<file path="src/rtl/adc_fmt_pkg.sv">
package adc_fmt_pkg;
  localparam int DATA_W = 12;
  localparam int EXT_W  = 2;

  typedef enum logic [1:0] {
    SER_W12  = 2'd0,
    SER_W14  = 2'd1,
    SER_W16  = 2'd2,
    SER_W16B = 2'd3
  } ser_width_e;

  // Scramble and descramble are the same operation: XOR bit 0 into every higher bit.
  function automatic logic [DATA_W-1:0] xor_lsb(input logic [DATA_W-1:0] w);
    logic [DATA_W-1:0] r;
    r = w;
    for (int i = 1; i < DATA_W; i++) r[i] = w[i] ^ w[0];
    return r;
  endfunction
endpackage

</file>
<file path="src/rtl/adc_fmt_clip_conv.sv">
module adc_fmt_clip_conv #(
  parameter int DW = 12
) (
  input  logic [DW-1:0] smp,
  input  logic          ovr_pos,
  input  logic          ovr_neg,
  input  logic          twos,
  output logic [DW-1:0] code
);
  localparam logic [DW-1:0] TOP = {DW{1'b1}};
  localparam logic [DW-1:0] BOT = {DW{1'b0}};

  logic [DW-1:0] clipped;

  // Positive overrange takes priority over negative.
  always_comb begin
    if (ovr_pos)      clipped = TOP;
    else if (ovr_neg) clipped = BOT;
    else              clipped = smp;
  end

  // Two's complement is offset binary with the sign bit flipped.
  always_comb begin
    code = clipped;
    if (twos) code[DW-1] = ~clipped[DW-1];
  end
endmodule

</file>
<file path="src/rtl/adc_fmt_scramble.sv">
module adc_fmt_scramble #(
  parameter int DW = 12
) (
  input  logic          en,
  input  logic [DW-1:0] din,
  output logic [DW-1:0] dout
);
  logic key;
  assign key     = en & din[0];
  assign dout[0] = din[0];

  for (genvar i = 1; i < DW; i++) begin : g_bit
    assign dout[i] = din[i] ^ key;
  end
endmodule

</file>
<file path="src/rtl/adc_fmt_out_stage.sv">
module adc_fmt_out_stage #(
  parameter int DW = 12,
  parameter int XW = 2,
  localparam int OW = DW + XW
) (
  input  logic          clk,
  input  logic          rst,
  input  logic [DW-1:0] data,
  input  logic [XW-1:0] ext,
  input  logic          ext_keep,
  input  logic          tp_en,
  input  logic [OW-1:0] tp_val,
  input  logic          off,
  input  logic          vld_in,
  output logic [OW-1:0] word_out,
  output logic          word_vld,
  output logic          drv_en
);
  logic [OW-1:0] sel;
  logic [OW-1:0] nxt;

  // The test pattern sits last in the chain, so it overrides every other option.
  always_comb begin
    sel = tp_en ? tp_val : {ext, data};
    nxt = sel;
    if (!ext_keep) nxt[OW-1:DW] = '0;
  end

  always_ff @(posedge clk) begin
    if (rst) begin
      word_out <= '0;
      word_vld <= 1'b0;
      drv_en   <= 1'b0;
    end else if (off) begin
      word_out <= '0;
      word_vld <= 1'b0;
      drv_en   <= 1'b0;
    end else begin
      word_out <= nxt;
      word_vld <= vld_in;
      drv_en   <= 1'b1;
    end
  end
endmodule

</file>
<file path="src/rtl/adc_word_fmt.sv">
module adc_word_fmt
  import adc_fmt_pkg::*;
#(
  parameter int DW = adc_fmt_pkg::DATA_W,
  parameter int XW = adc_fmt_pkg::EXT_W,
  localparam int OW = DW + XW
) (
  input  logic          clk,
  input  logic          rst,
  input  logic [DW-1:0] smp_in,
  input  logic          smp_vld,
  input  logic          ovr_pos,
  input  logic          ovr_neg,
  input  logic          cfg_twos,
  input  logic          cfg_scramble,
  input  logic          cfg_tp_en,
  input  logic [OW-1:0] cfg_tp_val,
  input  logic [1:0]    cfg_ser_w,
  input  logic          cfg_out_off,
  output logic [OW-1:0] word_out,
  output logic          word_vld,
  output logic          drv_en
);
  logic [DW-1:0] coded;
  logic [DW-1:0] scr;
  logic [XW-1:0] ext;
  logic          ext_keep;
  ser_width_e    ser_w;

  assign ser_w    = ser_width_e'(cfg_ser_w);
  assign ext_keep = (ser_w != SER_W12);
  assign ext      = {XW{ovr_pos}};

  adc_fmt_clip_conv #(.DW(DW)) u_conv (
    .smp(smp_in), .ovr_pos(ovr_pos), .ovr_neg(ovr_neg),
    .twos(cfg_twos), .code(coded)
  );

  adc_fmt_scramble #(.DW(DW)) u_scr (
    .en(cfg_scramble), .din(coded), .dout(scr)
  );

  adc_fmt_out_stage #(.DW(DW), .XW(XW)) u_out (
    .clk(clk), .rst(rst), .data(scr), .ext(ext), .ext_keep(ext_keep),
    .tp_en(cfg_tp_en), .tp_val(cfg_tp_val), .off(cfg_out_off),
    .vld_in(smp_vld), .word_out(word_out), .word_vld(word_vld), .drv_en(drv_en)
  );

  // descrambling the scrambler output gives back the coded value
  a_r5_roundtrip: assert property (@(posedge clk) disable iff (rst)
    xor_lsb(scr) == (cfg_scramble ? coded : xor_lsb(coded)));

  // disable clears word, valid and driver enable
  a_r7_off_quiet: assert property (@(posedge clk) disable iff (rst)
    cfg_out_off |=> (word_out == '0 && !word_vld && !drv_en));

  // enabled output always drives
  a_r7_drv_on: assert property (@(posedge clk) disable iff (rst)
    !cfg_out_off |=> drv_en);

  // status bits stay 0 in 12-bit mode
  a_r4_ext_12: assert property (@(posedge clk) disable iff (rst)
    (cfg_ser_w == 2'd0) |=> (word_out[OW-1:DW] == '0));

  // positive overrange sets both status bits in wide modes
  a_r4_ext_pos: assert property (@(posedge clk) disable iff (rst)
    (ovr_pos && !cfg_tp_en && !cfg_out_off && cfg_ser_w != 2'd0)
      |=> (word_out[OW-1:DW] == {XW{1'b1}}));

  // positive overrange clips to the top offset-binary code
  a_r3_clip_top: assert property (@(posedge clk) disable iff (rst)
    (ovr_pos && !cfg_tp_en && !cfg_out_off && !cfg_twos && !cfg_scramble)
      |=> (word_out[DW-1:0] == {DW{1'b1}}));

  // the test pattern reaches the output unchanged in wide modes
  a_r6_tp: assert property (@(posedge clk) disable iff (rst)
    (cfg_tp_en && !cfg_out_off && cfg_ser_w != 2'd0)
      |=> (word_out == $past(cfg_tp_val)));

  // valid follows the input valid by one cycle
  a_r8_vld: assert property (@(posedge clk) disable iff (rst)
    !cfg_out_off |=> (word_vld == $past(smp_vld)));
endmodule

</file>
<file path="config.mk">
export PLATFORM = sky130hd
export DESIGN_NAME = adc_word_fmt
export DESIGN_NICKNAME = d
export VERILOG_FILES = /design/src/rtl/adc_fmt_pkg.sv /design/src/rtl/adc_fmt_clip_conv.sv /design/src/rtl/adc_fmt_scramble.sv /design/src/rtl/adc_fmt_out_stage.sv /design/src/rtl/adc_word_fmt.sv
export SDC_FILE = /design/constraint.sdc
export NUM_CORES = 1
export LEC_CHECK = 0
export ABC_AREA = 1
export BUFFER_PORTS_ARGS = -buffer_cell sky130_fd_sc_hd__buf_2
export CAP_MARGIN = 20
export CORE_MARGIN = 1.5
export CORE_UTILIZATION = 34
export DETAILED_ROUTE_END_ITERATION = 6
export PLACE_DENSITY = 0.75
export SETUP_SLACK_MARGIN = 0.02
export SYNTH_ARGS = -nofsm -noshare
export SYNTH_HDL_FRONTEND = slang
export SYNTH_SLANG_ARGS = --single-unit
</file>
<file path="constraint.sdc">
create_clock -name clk -period 1.5 [get_ports clk]
set_clock_uncertainty 0.1 [all_clocks]
set_input_delay 0.075 -clock clk [delete_from_list [all_inputs] [get_ports clk]]
set_output_delay 0.075 -clock clk [all_outputs]
set_load 0.05 [all_outputs]
</file>
==> metrics.cfg <==
[sta]
final-setup-viol-count = 0
slew_headroom_pct = 76.7
tns_ns = 0
fmax_ghz = 0.703
finalMaxSlewViolations = 0
rsz0062_at_grt = false
worstMarginPinSlew_ns = 0.350
post-route-period-util_pct = 94.8
finalCriticalPeriod_ns = 1.42
hold_viol = 0

[cts]
cts_sinks = 16
htree_levels = 1
post_cts_buffers = 0
cts_root_buffer = clkbuf_4
clk_pin_slew_ns = 0.09
cts_buffer_depth = 2
cts_buffers = 3
cts_tree = built

[yosys]
yosys_warnings = 0
synth-edff-count = 0
async_flop_share_pct = 0
synth.top_cell.area_share_pct = 37.1
avgSynthCellArea_um2 = 5.87
ys_top_cells_by_count = nand2_1, nor2_1, dfxtp_1
synthTopCellsByArea = dfxtp_1, nand2_1, nor2_1, inv_1, o21ai_1
syn_area_um2 = 863
ys_ff_latch = 16
synth.yosys.seq_area_share_pct = 37.1
syn-num-nets = 184
yosys_most_used_dff = dfxtp_1
yosysUniqueCellTypes = 15
syn_inst = 147
synth_top_cell_by_area = dfxtp_1
yosysMostFrequentCell = nand2_1

[run_status]
status = completed

[worst_setup_path]
crit_family = buffers and inverters
startpoint_type = primary input
cp_max_fo = 5
cp_slowest_cell = dlygate4sd3_1
critPathMaxStageDelay_ns = 0.56
critical_path_arrival_ns = 1.49
worstPathCellList = dlygate4sd3_1, buf_6, nor2_4, a21oi_1, dlygate4sd3_1, nor2_1
critical_path_buf_inv_count = 3
cpMostUsedCell = dlygate4sd3_1
worstSetupPathType = in2reg
endpoint_kind = register
required_ns = 1.57

[drt]
highest_layer = met4
wl_met2_mm = 1.02
remaining_drc_errors = 0
wl_met1_um = 912
first_pass_iters = 4
wirelength_mm = 2.12
drtIter0Drc = 23
drtAntennaViolNets = 0
met3WireLength_um = 129
post_drt_wl_per_cell_um = 9.04
via_per_inst = 4.27
via_count = 999

[placed_design]
post-dp-hpwl_mm = 1.47
io_buffer_count = 52
place_congestion = 0.780

[final_layout]
layout.nets = 242
fillerInstances = 258
multi_input_area_um2 = 435
syn_to_final_growth_pct = 44.5
regArea_um2 = 320
antennaDiodeCount = 0
layout-drive-gt1-share_pct = 31.4
post-route-util_pct = 51.3

[floorplanning]
die_area_um2 = 2850
start_util_pct = 35.5
fp.dieH_um = 53.4
core_area_um2 = 2430
die_x_um = 53.4
std_cell_rows = 18
ios = 53

[global_routing]
grt_max_degree = 24
antenna_found_initial = 0
grt_pass1_vias = 855
grt_overflow = 0
grt_pass1_wl_mm = 3.44
grt.total_usage_pct = 16.6

[min_path]
hp-class = in2reg

[pwr]
pwr_density_cell_nw_per_um2 = 820
p_leak_nw = 0.794
vdd_drop_max_v = 0.000433

[flow_run]
drv_cap = 0

==> layer usage <==
metal	vias to the layer above	global-route usage, %
met5	-	0
met4	0	8.97
met3	6	3.11
met2	36	29.0
met1	408	18.7
li1	549	-
==> cell type report <==
cell class | instances | share of cell area [%]
flip-flops and latches | 16 | 25.7
inverters | 19 | 5.72
clock buffers | 4 | 2.91
well taps | 30 | 3.01
repair buffers | 60 | 27.8
multi-input cells | 105 | 34.9
==> flip-flops by register name, indices dropped and copies added (netlist names) <==
name and count:
u_out.word_out 14, u_out.drv_en 1, u_out.word_vld 1
==> worst paths after layout <==
check                         start                 end  slack [ns]  cells after the start
worst max-delay path      cfg_tp_en  u_out.word_out[12]        0.08                      6
worst min-delay path  cfg_tp_val[7]   u_out.word_out[7]       0.009                      5
==> cells by family after synthesis <==
logic type / share of synthesized area (%)
flip-flops: 37.1
buffers and inverters: 13.3
AND/OR/NAND/NOR: 41.5
AO/OA/AOI/OAI: 8.12
==> timing repair <==
action | CTS | global route
resized for setup | 0 | 4
endpoints found under the hold margin | 5 | 0
hold buffers | 9 | 0
endpoints found under the setup margin | 0 | 2
==> cell usage in the layout (no fill, tap or decap) <==
| master | instances |
|---|---|
| nand2_4 | 1 |
| buf_2 | 51 |
| a21oi_1 | 2 |
| dfxtp_1 | 16 |
| o21ai_0 | 1 |
| clkbuf_8 | 1 |
| nor2_2 | 1 |
| nor2_1 | 37 |
| dlygate4sd3_1 | 8 |
| inv_1 | 15 |
| clkbuf_4 | 3 |
| nand2_1 | 47 |
| nand2_2 | 1 |
| nand3_1 | 3 |
| buf_6 | 1 |
| o21ai_1 | 11 |
| nor2_4 | 1 |
| inv_2 | 4 |
==> per-stage QoR <==
| step | cells | instance area [um2] | hold slack, ns | worst slack (ns) | total power [mW] |
|---|---|---|---|---|---|
| 3_3_place_gp | 222 | 1120 | 0.153 | 0.329 | 0.732 |
| 4_1_cts | 235 | 1240 | 0.00518 | 0.0485 | 1.03 |
| 3_5_place_dp | 222 | 1120 | 0.159 | 0.308 | 0.734 |
| 6_report | 234 | 1250 | 0.00948 | 0.0784 | 1.02 |
| 5_1_grt | 234 | 1250 | 0.0319 | 0.0246 | 1.08 |
| 2_1_floorplan | 147 | 863 | 0.0521 | 0.641 | 0.659 |
==> worst min-delay path, cell delays in order <==
cell and delay, ns:
buf_2 0.08, nor2_1 0.03, nor2_1 0.08, o21ai_1 0.06
inv_1 0.04
==> report_power, final <==
part	internal, mW	switching [mW]
Sequential	0.446	0.00461
Combinational	0.105	0.190
Clock	0.148	0.130
Note: power is estimated with default switching activity, not from simulation.
